[src/rtl/irq_fiq_pkg.sv]
package irq_fiq_pkg;

  typedef enum logic [3:0] {
    REG_RAW0, REG_EN0, REG_SEL0, REG_IST0, REG_FST0,
    REG_PRIO, REG_IHI, REG_FHI,
    REG_RAW1, REG_EN1, REG_SEL1, REG_IST1, REG_FST1,
    REG_ERR, REG_NONE
  } regIdT;

  typedef struct packed {
    logic        wrEn0;
    logic        wrEn1;
    logic        wrSel0;
    logic        wrSel1;
    logic        wrPrio;
    logic        wrErr;
    logic        rdFire;
    regIdT       rdId;
    logic [31:0] wdata;
  } ctlStrobesT;

  function automatic regIdT decodeOffset(input logic [7:0] addr, input bit hasUpper);
    regIdT id;
    case (addr)
      8'h00: id = REG_RAW0;
      8'h04: id = REG_EN0;
      8'h08: id = REG_SEL0;
      8'h0C: id = REG_IST0;
      8'h10: id = REG_FST0;
      8'h14: id = REG_PRIO;
      8'h18: id = REG_IHI;
      8'h1C: id = REG_FHI;
      8'h20: id = hasUpper ? REG_RAW1 : REG_NONE;
      8'h24: id = hasUpper ? REG_EN1  : REG_NONE;
      8'h28: id = hasUpper ? REG_SEL1 : REG_NONE;
      8'h2C: id = hasUpper ? REG_IST1 : REG_NONE;
      8'h30: id = hasUpper ? REG_FST1 : REG_NONE;
      8'h34: id = hasUpper ? REG_ERR  : REG_NONE;
      default: id = REG_NONE;
    endcase
    return id;
  endfunction

endpackage

[src/rtl/irq_fiq_lowest_pick.sv]
module irq_fiq_lowest_pick #(
  parameter int NUM_SRC = 64
) (
  input  logic [NUM_SRC-1:0] vecIn,
  output logic [31:0]        pickOut
);
  logic [5:0] idx;
  logic       anySet;

  always_comb begin
    idx = 6'd0;
    for (int i = NUM_SRC - 1; i >= 0; i--) begin
      if (vecIn[i]) idx = 6'(i);
    end
    anySet = |vecIn;
    pickOut = anySet ? {26'd0, idx} : 32'h8000_0000;
  end
endmodule

[src/rtl/irq_fiq_ctrl_unit.sv]
module irq_fiq_ctrl_unit
  import irq_fiq_pkg::*;
#(
  parameter int NUM_SRC = 64
) (
  input  logic        clk,
  input  logic        rstN,
  input  logic        reqValid,
  input  logic        reqWrite,
  input  logic [7:0]  reqAddr,
  input  logic [31:0] reqWdata,
  output logic        reqReady,
  output logic        rspValid,
  output ctlStrobesT  stb
);
  localparam bit HAS_UPPER = (NUM_SRC > 32);

  logic  accept;
  regIdT reqId;

  assign reqReady = 1'b1;
  assign accept   = reqValid & reqReady;
  assign reqId    = decodeOffset(reqAddr, HAS_UPPER);

  always_comb begin
    stb        = '0;
    stb.wdata  = reqWdata;
    stb.rdId   = reqId;
    stb.rdFire = accept & ~reqWrite;
    if (accept && reqWrite) begin
      case (reqId)
        REG_EN0:  stb.wrEn0  = 1'b1;
        REG_EN1:  stb.wrEn1  = 1'b1;
        REG_SEL0: stb.wrSel0 = 1'b1;
        REG_SEL1: stb.wrSel1 = 1'b1;
        REG_PRIO: stb.wrPrio = 1'b1;
        REG_ERR:  stb.wrErr  = 1'b1;
        default:  ;
      endcase
    end
  end

  always_ff @(posedge clk or negedge rstN) begin
    if (!rstN) rspValid <= 1'b0;
    else       rspValid <= stb.rdFire;
  end

  a_r9_rsp_after_read: assert property (@(posedge clk) disable iff (!rstN)
    (reqValid && !reqWrite) |=> rspValid);
  a_r9_no_rsp_otherwise: assert property (@(posedge clk) disable iff (!rstN)
    (!reqValid || reqWrite) |=> !rspValid);
endmodule

[src/rtl/irq_fiq_datapath.sv]
module irq_fiq_datapath
  import irq_fiq_pkg::*;
#(
  parameter int NUM_SRC = 64
) (
  input  logic               clk,
  input  logic               rstN,
  input  logic [NUM_SRC-1:0] srcIn,
  input  ctlStrobesT         stb,
  output logic [31:0]        rspData,
  output logic               irqOut,
  output logic               fiqOut
);
  localparam int BANKS = NUM_SRC / 32;

  logic [NUM_SRC-1:0] syncMid, rawSync, enReg, selReg, irqVec, fiqVec;
  logic [63:0]        rawPad, enPad, selPad, irqPad, fiqPad;
  logic [31:0]        prioReg, irqHigh, fiqHigh, readVal;
  logic               errReg;
  logic [1:0]         wrEnBank, wrSelBank;

  assign wrEnBank  = {stb.wrEn1, stb.wrEn0};
  assign wrSelBank = {stb.wrSel1, stb.wrSel0};

  always_ff @(posedge clk or negedge rstN) begin
    if (!rstN) begin
      syncMid <= '0;
      rawSync <= '0;
    end else begin
      syncMid <= srcIn;
      rawSync <= syncMid;
    end
  end

  for (genvar b = 0; b < BANKS; b++) begin : g_bank
    always_ff @(posedge clk or negedge rstN) begin
      if (!rstN) begin
        enReg[b*32 +: 32]  <= '0;
        selReg[b*32 +: 32] <= '0;
      end else begin
        if (wrEnBank[b])  enReg[b*32 +: 32]  <= stb.wdata;
        if (wrSelBank[b]) selReg[b*32 +: 32] <= stb.wdata;
      end
    end
  end

  always_ff @(posedge clk or negedge rstN) begin
    if (!rstN) begin
      prioReg <= '0;
      errReg  <= 1'b0;
    end else begin
      if (stb.wrPrio) prioReg <= stb.wdata;
      if (stb.wrErr)  errReg  <= stb.wdata[0];
    end
  end

  assign irqVec = rawSync & enReg & ~selReg;
  assign fiqVec = rawSync & enReg & selReg;
  assign irqOut = |irqVec;
  assign fiqOut = |fiqVec;

  irq_fiq_lowest_pick #(.NUM_SRC(NUM_SRC)) irqPick_i (.vecIn(irqVec), .pickOut(irqHigh));
  irq_fiq_lowest_pick #(.NUM_SRC(NUM_SRC)) fiqPick_i (.vecIn(fiqVec), .pickOut(fiqHigh));

  assign rawPad = 64'(rawSync);
  assign enPad  = 64'(enReg);
  assign selPad = 64'(selReg);
  assign irqPad = 64'(irqVec);
  assign fiqPad = 64'(fiqVec);

  always_comb begin
    case (stb.rdId)
      REG_RAW0: readVal = rawPad[31:0];
      REG_EN0:  readVal = enPad[31:0];
      REG_SEL0: readVal = selPad[31:0];
      REG_IST0: readVal = irqPad[31:0];
      REG_FST0: readVal = fiqPad[31:0];
      REG_PRIO: readVal = prioReg;
      REG_IHI:  readVal = irqHigh;
      REG_FHI:  readVal = fiqHigh;
      REG_RAW1: readVal = rawPad[63:32];
      REG_EN1:  readVal = enPad[63:32];
      REG_SEL1: readVal = selPad[63:32];
      REG_IST1: readVal = irqPad[63:32];
      REG_FST1: readVal = fiqPad[63:32];
      REG_ERR:  readVal = {31'd0, errReg};
      default:  readVal = '0;
    endcase
  end

  always_ff @(posedge clk or negedge rstN) begin
    if (!rstN)           rspData <= '0;
    else if (stb.rdFire) rspData <= readVal;
  end

  a_r2_en_hold: assert property (@(posedge clk) disable iff (!rstN)
    !stb.wrEn0 |=> $stable(enReg[31:0]));
  a_r2_sel_hold: assert property (@(posedge clk) disable iff (!rstN)
    !stb.wrSel0 |=> $stable(selReg[31:0]));
  a_r6_irq_pick_pending: assert property (@(posedge clk) disable iff (!rstN)
    !irqHigh[31] |-> irqPad[irqHigh[5:0]]);
  a_r6_none_line_low: assert property (@(posedge clk) disable iff (!rstN)
    irqHigh[31] |-> !irqOut);
  a_r6_fiq_none_line_low: assert property (@(posedge clk) disable iff (!rstN)
    fiqHigh[31] |-> !fiqOut);
endmodule

[src/rtl/irq_fiq_ctrl.sv]
module irq_fiq_ctrl
  import irq_fiq_pkg::*;
#(
  parameter int NUM_SRC = 64
) (
  input  logic               clk,
  input  logic               rstN,
  input  logic [NUM_SRC-1:0] srcIn,
  input  logic               reqValid,
  output logic               reqReady,
  input  logic               reqWrite,
  input  logic [7:0]         reqAddr,
  input  logic [31:0]        reqWdata,
  output logic               rspValid,
  output logic [31:0]        rspData,
  output logic               irqOut,
  output logic               fiqOut
);
  ctlStrobesT stb;

  initial begin
    if (NUM_SRC != 32 && NUM_SRC != 64) $error("NUM_SRC must be 32 or 64");
  end

  irq_fiq_ctrl_unit #(.NUM_SRC(NUM_SRC)) ctrl_i (
    .clk(clk), .rstN(rstN), .reqValid(reqValid), .reqWrite(reqWrite),
    .reqAddr(reqAddr), .reqWdata(reqWdata), .reqReady(reqReady),
    .rspValid(rspValid), .stb(stb)
  );

  irq_fiq_datapath #(.NUM_SRC(NUM_SRC)) dp_i (
    .clk(clk), .rstN(rstN), .srcIn(srcIn), .stb(stb),
    .rspData(rspData), .irqOut(irqOut), .fiqOut(fiqOut)
  );

  a_r5_lines_exclusive_src: assert property (@(posedge clk) disable iff (!rstN)
    (irqOut || fiqOut) |-> $past(|srcIn) || (|srcIn) || $past(irqOut || fiqOut));
endmodule

[config.mk]
export PLATFORM = sky130hd
export DESIGN_NAME = irq_fiq_ctrl
export DESIGN_NICKNAME = d
export VERILOG_FILES = /design/src/rtl/irq_fiq_pkg.sv /design/src/rtl/irq_fiq_lowest_pick.sv /design/src/rtl/irq_fiq_ctrl_unit.sv /design/src/rtl/irq_fiq_datapath.sv /design/src/rtl/irq_fiq_ctrl.sv
export SDC_FILE = /design/constraint.sdc
export NUM_CORES = 1
export LEC_CHECK = 0
export ABC_AREA = 1
export BUFFER_PORTS_ARGS = -buffer_cell sky130_fd_sc_hd__buf_4
export CELL_PAD_IN_SITES_DETAIL_PLACEMENT = 0
export CELL_PAD_IN_SITES_GLOBAL_PLACEMENT = 1
export CORE_MARGIN = 1.5
export CORE_UTILIZATION = 45
export DETAILED_ROUTE_END_ITERATION = 8
export PLACE_DENSITY = 0.85
export SLEW_MARGIN = 5
export SYNTH_ARGS = -nofsm -noshare
export SYNTH_HDL_FRONTEND = slang
export SYNTH_SLANG_ARGS = --single-unit
[constraint.sdc]
create_clock -name clk -period 9.92 [get_ports clk]
set_input_delay 1.984 -clock clk [delete_from_list [all_inputs] [get_ports clk]]
set_output_delay 1.984 -clock clk [all_outputs]
set_load 0.03 [all_outputs]
**After elaboration in Yosys (flattened, before gate mapping)**

Memories as Yosys holds them, arrays and structs flattened.
Index checks and enable logic that the tools add are counted.

- Flip-flop bits (word level): 322
- Bits in read-only memories: 256
- Bits of input ports: 108
- Word-level logic and storage cells: 174
- Memories kept: 1

- Equality and inequality tests: 13
- Muxes and demuxes: 139
- Bitwise operators: 6
- Reduce and logical (&&, ||, !) cells: 5

Memories:

| memory | depth | width | rd ports | clocked after memory_dff | wr ports | RTL line | RTL |
|---|---|---|---|---|---|---|---|
| (no name shown) | 64 | 4 | 1 | 0 | 0 | irq_fiq_pkg.sv:24 | `case (addr)` |

Operator list:

| cell | number |
|---|---|
| $mux 6 | 129 |
| $pmux 32 s14 | 1 |
| $and 64x64->64 | 3 |
| $reduce_or 64->1 | 2 |
| $mux 32 | 2 |
| $not 64->64 | 1 |
| $eq 4x4->1 const B | 6 |
| $eq 4x3->1 const B | 4 |
| $eq 4x2->1 const B | 2 |
| $mux 1 | 6 |
| $eq 4x1->1 const B | 1 |
| $logic_not 4->1 | 1 |
| $mux 4 | 1 |
| $logic_not 2->1 | 1 |
| $and 1x1->1 | 1 |
| $logic_and 1x1->1 | 1 |
| $not 1->1 | 1 |

**Longest topological paths before layout**

Gate-level depths: netlist (run 1).

- Word-level depth: 68
- Mapped depth: 68
- Depth with buffers taken out: 68

**By module**

From an unflattened synthesis (run 1), not the netlist that was laid out.

- Cell total of the unflattened synthesis: 2385
- Area, all modules: 18102.4 um^2

By module, submodules not included:

| module | instances | cells each | area each (um^2) | seq. area each (um^2) |
|---|---|---|---|---|
| irq_fiq_datapath | 1 | 1790 | 15178.3 | 8032.7 |
| irq_fiq_lowest_pick | 2 | 263 | 1237.4 | 0.0 |
| irq_fiq_ctrl_unit | 1 | 69 | 449.2 | 25.0 |

**Worst setup path before layout (run 1)**

Ideal clock, no wire load.

- Path type: input-to-reg
- Start: input reqAddr[0]
- End: register dp_i.enReg[10] (netlist: dp_i.enPad[10])
- Library setup time: 130 ps
- Arrival: 3658 ps
- Data required time: 9790 ps
- Setup slack: 6132 ps
- Cell stages on the path: 12
- Path through: nor2_1 nand2_1 nor2_1 inv_1 nor2_1 inv_1 nor2_1 clkbuf_1 nand2_1 clkbuf_1 nand2_1 o21ai_0

- Cells in the longest elaborated chain, start to end: 5

RTL lines:

| element | RTL line | RTL |
|---|---|---|
| from (decl) | irq_fiq_ctrl.sv:12 | `input logic [7:0] reqAddr,` |
| $mem_v2 64x4 | n/a |  |
| $mux 4 | irq_fiq_pkg.sv:24 |  |
| $eq 4x1->1 | irq_fiq_ctrl_unit.sv:31 | `case (reqId)` |
| $mux 1 | irq_fiq_ctrl_unit.sv:31 |  |
| $mux 6 | irq_fiq_ctrl_unit.sv:30 | `if (accept && reqWrite) begin` |
| to (signal, indexed assignment) | irq_fiq_datapath.sv:41 | `if (wrEnBank[b]) enReg[b*32 +: 32] <= stb.wdata;` |
| to (decl) | irq_fiq_datapath.sv:16 | `logic [NUM_SRC-1:0] syncMid, rawSync, enReg, selReg, irqVec, fiqVec;` |

No other way between the ends.
A chain may end at the register's enable or synchronous reset.

**Final worst setup path (run 1)**

- Start: register dp_i.rawSync[48] (netlist: dp_i.rawPad[48])
- End: output fiqOut

- Cells in the longest elaborated chain, start to end: 3

RTL lines:

| element | RTL line | RTL |
|---|---|---|
| from (decl) | irq_fiq_datapath.sv:16 |  |
| from (signal assigned) | irq_fiq_datapath.sv:31 | `rawSync <= syncMid;` |
| $and 64x64->64 (2 in series) | irq_fiq_datapath.sv:58 | `assign fiqVec = rawSync & enReg & selReg;` |
| $reduce_or 64->1 | irq_fiq_datapath.sv:60 | `assign fiqOut = \|fiqVec;` |
| to (decl) | irq_fiq_ctrl.sv:17 | `output logic fiqOut` |

No other way between the ends.

==> results.md, run 1 <==
- Status: completed
- Syn Std Cell Area: 0.0148 mm2
- Worst skew pair latency: 0.55 ns
- Post-synth ARST share: 100%
- Via-to-Cell Ratio: 5.49
- Synth Flop Type: dfrtp_1
- Commonest non-fill, non-tap cell in the layout: nand2_1
- Crit-path max FO: 3
- Measured slew at the worst slew-check pin: 1.26 ns
- Unrepaired setup endpoints after global routing: false
- PwrDens: 168 mW/mm2
- HP Class: reg2reg
- Chip width: 184 um
- Residual DRC count: 0
- Routed WL: 46300 um
- Post-synth EDFFs: 0
- Seq/Total Area, Yosys: 54.4%
- I/O pin total: 144
- Final layout net count: 2054
- Crit end category: primary output
- Die area: 0.0340 mm2
- WP data required: 7.94 ns
- Hold depth: 0
- GRT Util Overall: 28.1%
- Placeable core region: 0.0325 mm2
- Routability Congestion: 0.924
- Setup Buffers After CTS: 0
- Reg2Reg Setup Slack: 5.15 ns
- CTS Buf Count: 37
- Beginning of the worst hold path: dp_i.syncMid[16]$_DFF_PN0_
- IO buf count: 142
- Share of the synthesized area in the top cell type: 54.4%
- Pre-CTS setup slack: 4.57 ns
- Drt first pass iters: 6
- Synth top area cells: dfrtp_1 (54%), nand2_1 (14%), o21ai_0 (7.5%)
- Diode count: 0
- CTS Hold Bufs: 0
- Maximum number of pins on one net before global-route repair: 112
- Vias in the first global route: 12767
- Die Y: 184 um
- Starting Density: 45.6%
- CTS tree: done
- Grt ovf: 0
- Initial antenna violation count: 1
- Fin crit period: 4.83 ns
- Worst setup SP type: register
- Post-DP HPWL: 31400 um
- Top sig layer: met5
- Clock buffer depth: 3
- Std-Cell Rows: 66
- Peak VDD IR: 0.141 mV
- Starting DRT DRC Count: 1168
- WL met2: 20300 um
- Sink Count: 322
- Critical Path Source: dp_i.rawPad[48]$_DFF_PN0_
- Total number of vias: 13270
- Arr. time, crit path: 2.85 ns
- Synth unique cells: 42
- Resized cells post-CTS: 0
- Headroom to the max-slew limit: 15.9%
- Crit share post-route: 48.7%
- Final Hold Viols: 0
- Static Leak: 8.53 nW
- Min setup slack post-route: 5.09 ns
- Max H-tree Level: 2
- Routed wl met3: 3470 um
- R2R cell count: 66
- Fin util: 54.4%
- Placed inst area: 0.0164 mm2
- Final Cell Area: 0.0176 mm2
- Clk slew on worst S/H paths: 0.06 ns
- Max-Cap Viols: 0
- Seq cells post-synth: 322
- First-pass GRT wire length: 72400 um
- Reg-to-Reg Start: dp_i.selPad[60]$_DFFE_PN0P_
- Post-Route Skew: 0.0226 ns
- Setup violators final: 0
- Area Overhead vs Synth: 19.2%
- Setup TNS: 0 ns
- Syn. warnings: 0
- Largest area contributor in the netlist: dfrtp_1
- Final ANT Viol Nets: 0
- Max Fclk: 207 MHz
- Share of cells above drive strength 1: 12.2%
- Syn nets: 1920
- M1 WL: 21300 um
- Slew Limit Fails: 0
- Reg2reg end: dp_i.rspData[0]$_DFFE_PN0P_
- Mapped Cells: 1812
- WL per Instance: 19.2 um
- Root Buffer: clkbuf_16
- Worst hold endpoint: dp_i.rawPad[16]$_DFF_PN0_
- CP Class: reg2out
- Avg Cell Area, Syn: 8.17 um2
- Most frequent cells in the layout: nand2_1 (529), dfrtp_1 (322), o21ai_0 (223), inv_1 (209), buf_4 (160)
==> sequential cells by signal (all words and copies together), names as in the netlist <==
| signal | count |
|---|---|
| dp_i.syncMid | 64 |
| dp_i.enPad | 64 |
| dp_i.errReg | 1 |
| ctrl_i.rspValid | 1 |
| dp_i.prioReg | 32 |
| dp_i.rspData | 32 |
| dp_i.selPad | 64 |
| dp_i.rawPad | 64 |
==> stage by stage <==
stage | power, W | std cells | hold WS (ns)
final | 0.00296 | 2416 | 0.342
after global routing | 0.00306 | 2416 | 0.352
after CTS | 0.00298 | 2416 | 0.344
after detailed placement | 0.00154 | 2349 | 0.335
after global placement | 0.00154 | 2349 | 0.332
after floorplan | 0.00145 | 1812 | 0.331
==> worst max path at each step <==
stage,cells after the start,slack [ns],end
finish,9,5.09,fiqOut
global route,67,4.54,dp_i.rspData[0]$_DFFE_PN0P_
CTS,10,5.16,dp_i.prioReg[29]$_DFFE_PN0P_
detailed placement,15,4.57,dp_i.rspData[5]$_DFFE_PN0P_
global placement,15,4.69,dp_i.rspData[5]$_DFFE_PN0P_
floorplan,12,6.13,dp_i.enPad[10]$_DFFE_PN0P_
==> power by group <==
group | switching (W) | total (W) | internal (W)
Combinational | 0.0000711 | 0.000115 | 0.0000439
Clock | 0.000561 | 0.00144 | 0.000876
Sequential | 0.0000407 | 0.00140 | 0.00136
==> layout make-up <==
cell class	count	area, um2
Timing Repair Buffer	161	1220
Clock inverter	19	288
Tap cell	442	553
Fill cell	3014	14800
Multi-Input combinational cell	1210	5730
Clock buffer	48	997
Inverter	214	803
Sequential cell	322	8060
==> cell usage after synthesis (10+ instances only) <==
cell,count
o221ai_1,15
a31oi_1,12
nor3_1,40
dfrtp_1,322
nand3_1,74
o22ai_1,38
nor4_1,13
a21oi_1,20
inv_1,209
o2111ai_1,10
a221oi_1,36
o21ai_0,223
clkbuf_1,59
nand2_1,534
nor2_1,144
==> cell families after synthesis <==
logic type             synth area share [%]
DFF                                    54.4
other                                0.0253
buffers and inverters                  7.22
and+or+nand+nor                        22.5
AOI/OAI and AO/OA                      15.8
==> worst max-delay path, cell delays in order (launching register included) <==
cell and delay, ns:
dfrtp_1 0.50, nand3_1 0.19, nand2_1 0.09, nor2_1 0.22
nand2_1 0.08, nor2_1 0.15, nand2_1 0.10, nor4_1 0.56
inv_1 0.20, buf_4 0.22
==> per-layer routing <==
| metal | up-vias | track usage [%] |
|---|---|---|
| met5 | - | 0 |
| met4 | 2 | 8.82 |
| li1 | 6257 | - |
| met1 | 6345 | 40.7 |
| met3 | 102 | 4.13 |
| met2 | 564 | 43.5 |
Power figures use the tool's default switching activity.
==> run 2: changes to the inputs <==
CORE_UTILIZATION = 40   (was 45)
PLACE_DENSITY = 0.8   (was 0.85)
clock period = 4.3 ns   (was 9.92 ns; I/O delays follow)
==> run 2 against run 1 <==
The run now ends with negative setup slack left. First-iteration DRC count grew 16%. Global-route usage shrank 1.4 points. Final cell count grew 3.6%. Clock skew grew 0.0062 ns. Critical endpoint is now dp_i.rspData[30]$_DFFE_PN0P_.
==> results.md, run 2 (synthesized netlist as in run 1, its figures left out) <==
- Placed Cells incl. Taps: 2409 (+2.6%)
- Routed WL: 49900 um (+7.8%)
- WP buf/inv: 32 (+30)
- Post-Route Skew: 0.0288 ns (+0.00625 ns)
- Headroom to the max-slew limit: 43.0% (+27 points)
- Final Cell Area: 0.0181 mm2 (+2.7%)
- Starting DRT DRC Count: 1360 (+16%)
- Std-Cell Rows: 70 (+6.1%)
- Crit end category: register
- Max Fclk: 210 MHz
- Worst skew pair latency: 0.57 ns (+0.02 ns)
- Residual DRC count: 0 (unchanged)
- Reg2reg end: dp_i.rspData[30]$_DFFE_PN0P_
- Die Y: 195 um (+6.0%)
- Most frequent cells in the layout: nand2_1 (525), dfrtp_1 (322), o21ai_0 (223), buf_4 (222), inv_1 (207)
- Fillers: 3450 (+14%)
- Die area: 0.0382 mm2 (+12%)
- Placeable core region: 0.0365 mm2 (+13%)
- Final Hold Viols: 0 (unchanged)
- Status: finished with violations
- CTS Buf Count: 36 (-2.7%)
- Final std cells w/o fill: 2504 (+3.6%)
- Cell with the largest stage delay on the worst path: dfrtp_1
- R2R cell count: 35 (-47%)
- Drt first pass iters: 5 (-1)
- Root Buffer: clkbuf_16
- Failing checks: negative setup slack
- Sink Count: 322 (unchanged)
- Crit-path max FO: 3 (unchanged)
- WL per Instance: 19.9 um (+4.0%)
- Final layout net count: 2119 (+3.2%)
- Fin crit period: 4.77 ns
- Reg-to-Reg Start: dp_i.selPad[62]$_DFFE_PN0P_
- HP Class: in2async
- Setup violators final: 2 (+2)
- Grt ovf: 0 (unchanged)
- Final ANT Viol Nets: 0 (unchanged)
- Unrepaired setup endpoints after global routing: true
- GRT Util Overall: 26.7% (-1.4 points)
- Max incr delay on CP: 0.41 ns (-0.15 ns)
- CTS tree: done
- Via-to-Cell Ratio: 5.44 (-0.99%)
- Area Overhead vs Synth: 22.5%
- Maximum number of pins on one net before global-route repair: 100 (-11%)
- Measured slew at the worst slew-check pin: 0.833 ns (-0.424 ns)
- Crit share post-route: 111%
- I/O pin total: 144 (unchanged)
- Diode count: 0 (unchanged)
- Reg2Reg Setup Slack: -0.47 ns (-5.62 ns)
- Commonest non-fill, non-tap cell in the layout: nand2_1
- Critical Path Source: dp_i.selPad[62]$_DFFE_PN0P_
- PwrDens: 368 mW/mm2 (+120%)
- Min setup slack post-route: -0.465 ns (-5.55 ns)
- Total number of vias: 13617 (+2.6%)
- Initial antenna violation count: 0 (-1)
- CP Class: reg2reg
- Static Leak: 8.80 nW (+3.2%)
- IO buf count: 142 (unchanged)
- Worst setup SP type: register
- First-pass GRT wire length: 77400 um (+7.0%)
- Peak VDD IR: 0.283 mV (+100%)
- Max-Cap Viols: 0 (unchanged)
- Arr. time, crit path: 5.26 ns (+2.41 ns)
- Clk slew on worst S/H paths: 0.06 ns (about the same)
- Chip width: 195 um (+6.0%)
- Starting Density: 40.5% (-5.1 points)
- WP data required: 4.80 ns (-3.14 ns)
- Post-DP HPWL: 35000 um (+12%)
- Max H-tree Level: 2 (unchanged)
- Hold Worst Slack: 0.325 ns (-0.0173 ns)
- Vias in the first global route: 13122 (+2.8%)
- Placed inst area: 0.0167 mm2 (+1.9%)
- Slew Limit Fails: 0 (unchanged)
- Routability Congestion: 0.981 (+6.2%)
- Share of cells above drive strength 1: 15.1% (+2.9 points)
- CTS Hold Bufs: 0 (unchanged)
- Most used cell along the critical path: buf_4
- Fin util: 49.6% (-4.7 points)
- Clock buffer depth: 3 (unchanged)
- CP top delay family: buffers and inverters
[run 2: cell count changes in the layout (fill, tap and decap cells not counted), moves of 2 or more]
cell | previous run | this run
nand2_2 | 6 | 10
nor2_2 | 3 | 5
buf_12 | 0 | 4
inv_6 | 4 | 1
nand2_1 | 529 | 525
buf_4 | 160 | 222
nor2_1 | 137 | 139
bufinv_16 | 6 | 3
nor2_4 | 5 | 1
inv_1 | 209 | 207
[run 2: cell type report]
| cell class | instances | area (um2) | area share (%) |
|---|---|---|---|
| timing repair buffer | 227 | 1760 | 9.72 |
| tap | 468 | 586 | 3.23 |
| clock buffer | 50 | 1040 | 5.72 |
| sequential | 322 | 8060 | 44.5 |
| multi-input combinational | 1210 | 5720 | 31.5 |
| inverter | 214 | 803 | 4.43 |
| clock inverter | 13 | 165 | 0.911 |
[run 2: power by group]
group / leakage, nW / switching (W) / total, W / internal [W]
sequential: 4.18 / 0.0000906 / 0.00323 / 0.00314
clock: 0.577 / 0.00125 / 0.00313 / 0.00187
combinational: 4.05 / 0.000178 / 0.000310 / 0.000133
[run 2: through the flow]
stage / TNS [ns] / setup WS [ns] / total power, W
final: -0.524 / -0.465 / 0.00667
after global routing: -1.42 / -0.880 / 0.00692
after CTS: 0 / 0.0123 / 0.00673
after detailed placement: 0 / 0.0390 / 0.00356
after global placement: 0 / 0.0232 / 0.00355
after floorplan: 0 / 0.774 / 0.00335
[run 2: layer usage]
metal | GRT usage, % | vias up | share of wire (%)
li1 | - | 6383 | -
met1 | 37.8 | 6507 | 44
met2 | 41.5 | 625 | 45
met3 | 4.58 | 102 | 8.4
met4 | 9.30 | 0 | 2.8
met5 | 0 | - | 0
[run 2: timing repair]
item	in CTS	in global routing
buffers inserted	30	2
resized for setup	1	6
pin swaps	2	2
endpoints found under the setup margin	1	2
[run 2: worst max-delay path by stage]
stage | endpoint | slack (ns) | cells after the start
final | dp_i.rspData[30]$_DFFE_PN0P_ | -0.47 | 35
after floorplan | dp_i.rspData[0]$_DFFE_PN0P_ | 0.77 | 68
after global placement | dp_i.rspData[0]$_DFFE_PN0P_ | 0.02 | 68
after CTS | dp_i.rspData[0]$_DFFE_PN0P_ | 0.01 | 68
after global routing | dp_i.rspData[0]$_DFFE_PN0P_ | -0.88 | 68
after detailed placement | dp_i.rspData[0]$_DFFE_PN0P_ | 0.04 | 68
==> run 3: changes to the inputs <==
RECOVER_POWER = 100   (was default)
==> run 3 against run 2 <==
The flow finishes with violations (max-capacitance violations, max-slew violations, negative setup slack). Clock power is essentially flat. Setup slack gained 0.0042 ns. Sequential cell count is the same. Non-clock buffer count is the same. Die area is the same. Fmax is essentially flat. Sequential power is essentially flat. Critical path depth is the same. Via count is essentially flat. First-iteration DRC count shrank 0.15%. Critical path type unchanged. Critical endpoint unchanged.
==> results.md, run 3 (synthesized netlist as in run 1, its figures left out) <==
- Worst setup SP type: register
- Static Leak: 8.59 nW (-2.4%)
- Share of cells above drive strength 1: 12.8% (-2.3 points)
- Min setup slack post-route: -0.461 ns (+0.00415 ns)
- CTS Buf Count: 36 (unchanged)
- Failing checks: max-capacitance violations, max-slew violations, negative setup slack
- Setup violators final: 2 (unchanged)
- Max incr delay on CP: 0.42 ns (about the same)
- Starting Density: 40.5% (unchanged)
- Measured slew at the worst slew-check pin: 2.28 ns (+1.44 ns)
- Placed inst area: 0.0167 mm2 (unchanged)
- Routed WL: 50000 um (+0.16%)
- Max-Cap Viols: 1 (+1)
- Pwr Total: 0.00666 W (-0.14%)
- Headroom to the max-slew limit: -51.8% (-95 points)
- Cell with the largest stage delay on the worst path: dfrtp_1
- Chip width: 195 um (unchanged)
- Final Hold Viols: 0 (unchanged)
- Max H-tree Level: 2 (unchanged)
- Via-to-Cell Ratio: 5.44 (about the same)
- Residual DRC count: 0 (unchanged)
- CTS tree: done
- Crit-path max FO: 3 (unchanged)
- Maximum number of pins on one net before global-route repair: 100 (unchanged)
- M1 WL: 22500 um (+2.5%)
- WL per Instance: 20.0 um (+0.16%)
- Root Buffer: clkbuf_16
- GRT Util Overall: 26.7% (unchanged)
- Commonest non-fill, non-tap cell in the layout: nand2_1
- Vias in the first global route: 13122 (unchanged)
- Peak VDD IR: 0.283 mV (about the same)
- I/O pin total: 144 (unchanged)
- Drt first pass iters: 6 (+1)
- Slew Limit Fails: 95 (+95)
- Fin crit period: 4.76 ns (-0.00415 ns)
- Routability Congestion: 0.981 (unchanged)
- Fillers: 3494 (+1.3%)
- Top sig layer: met4
- WP data required: 4.80 ns (about the same)
- Starting DRT DRC Count: 1358 (-0.15%)
- Sink Count: 322 (unchanged)
- Status: finished with violations
- First-pass GRT wire length: 77400 um (unchanged)
- Total number of vias: 13626 (+0.066%)
- Arr. time, crit path: 5.26 ns (about the same)
- PwrDens: 372 mW/mm2 (+1.2%)
- Die Y: 195 um (unchanged)
- Placed Cells incl. Taps: 2409 (unchanged)
- Max Fclk: 210 MHz (about the same)
- Worst skew pair latency: 0.57 ns (about the same)
- Clk slew on worst S/H paths: 0.06 ns (about the same)
- IO buf count: 142 (unchanged)
- Unrepaired setup endpoints after global routing: true
- Most frequent cells in the layout: nand2_1 (528), dfrtp_1 (322), o21ai_0 (223), inv_1 (207), nor2_1 (142)
- Crit share post-route: 111% (about the same)
- Routed wl met3: 3690 um (-12%)
- Initial antenna violation count: 0 (unchanged)
- HP Class: reg2reg
- Placeable core region: 0.0365 mm2 (unchanged)
- Clock buffer depth: 3 (unchanged)
- Post-Route Skew: 0.0284 ns (-0.000440 ns)
- Post-DP HPWL: 35000 um (unchanged)
- Diode count: 0 (unchanged)
- Setup TNS: -0.508 ns (+0.0151 ns)
- Final std cells w/o fill: 2504 (unchanged)
- Most used cell along the critical path: buf_4
- Final layout net count: 2119 (unchanged)
- Die area: 0.0382 mm2 (unchanged)
- Grt ovf: 0 (unchanged)
- Area Overhead vs Synth: 20.8%
- WL met2: 22300 um (about the same)
- Crit end category: register
- Final Cell Area: 0.0179 mm2 (-1.3%)
- Pre-CTS setup slack: 0.0390 ns (unchanged)
- Std-Cell Rows: 70 (unchanged)
- Final ANT Viol Nets: 0 (unchanged)
- CP Class: reg2reg
[run 3: cell count changes in the layout (fill, tap and decap cells not counted)]
cell      before  now
clkbuf_2       0    8
buf_4        222  111
nor2_1       139  142
nand2_1      525  528
nand2_2       10    7
nor2_2         5    2
clkbuf_4       0   68
buf_12         4    0
clkbuf_1       8   48
buf_8          1    0
[run 3: per-layer routing]
metal	up-vias	track usage, %
met5	-	0
met4	0	9.30
met1	6564	37.8
li1	6377	-
met2	579	41.5
met3	106	4.58
[run 3: where the power goes]
part           internal [W]  switching (W)  total (W)  leakage, nW
Clock               0.00187        0.00126    0.00313        0.577
Combinational      0.000123       0.000176   0.000300         3.84
Sequential          0.00314      0.0000906    0.00323         4.18
[run 3: area by class of cell]
class / count / area [um2] / share of cell area (%)
Sequential cell: 322 / 8060 / 45.1
Multi-Input combinational cell: 1210 / 5700 / 31.9
Timing Repair Buffer: 227 / 1530 / 8.58
Clock buffer: 50 / 1040 / 5.79
Inverter: 214 / 803 / 4.49
Tap cell: 468 / 586 / 3.27
Clock inverter: 13 / 165 / 0.924
[run 3: final timing paths]
path                                             start  slack (ns)  depth (start not counted)                            to
max reg2reg                dp_i.selPad[62]$_DFFE_PN0P_       -0.46                         35  dp_i.rspData[30]$_DFFE_PN0P_
min reg2reg                 dp_i.syncMid[16]$_DFF_PN0_        0.34                          0     dp_i.rawPad[16]$_DFF_PN0_
max in group asynchronous                         rstN        0.84                          2     dp_i.rawPad[62]$_DFF_PN0_
min                         dp_i.syncMid[16]$_DFF_PN0_        0.34                          0     dp_i.rawPad[16]$_DFF_PN0_
min in group asynchronous                         rstN        0.96                          1    dp_i.syncMid[44]$_DFF_PN0_
max                        dp_i.selPad[62]$_DFFE_PN0P_       -0.46                         35  dp_i.rspData[30]$_DFFE_PN0P_
[run 3: worst max-delay path: cells and delay by family, from the launching register on]
family	cells	cell delay [ns]
DFF	1	0.42
AOI/OAI and AO/OA	2	0.25
buffers and inverters	32	3.93
and+or+nand+nor	1	0.10
[run 3: metrics by stage]
| stage | hold WS, ns | utilization [%] |
|---|---|---|
| after floorplan | 0.331 | - |
| after global placement | 0.333 | 45.6 |
| after detailed placement | 0.335 | 45.6 |
| after CTS | 0.331 | 49.6 |
| after global routing | 0.346 | 49.0 |
| final | 0.338 | 49.0 |
[run 3: what timing repair did]
item / CTS / global route
setup endpoints to repair: 1 / 2
resized for setup: 1 / 6
hold buffers: 0 / 0
buffers inserted: 30 / 2
pin swaps: 2 / 2
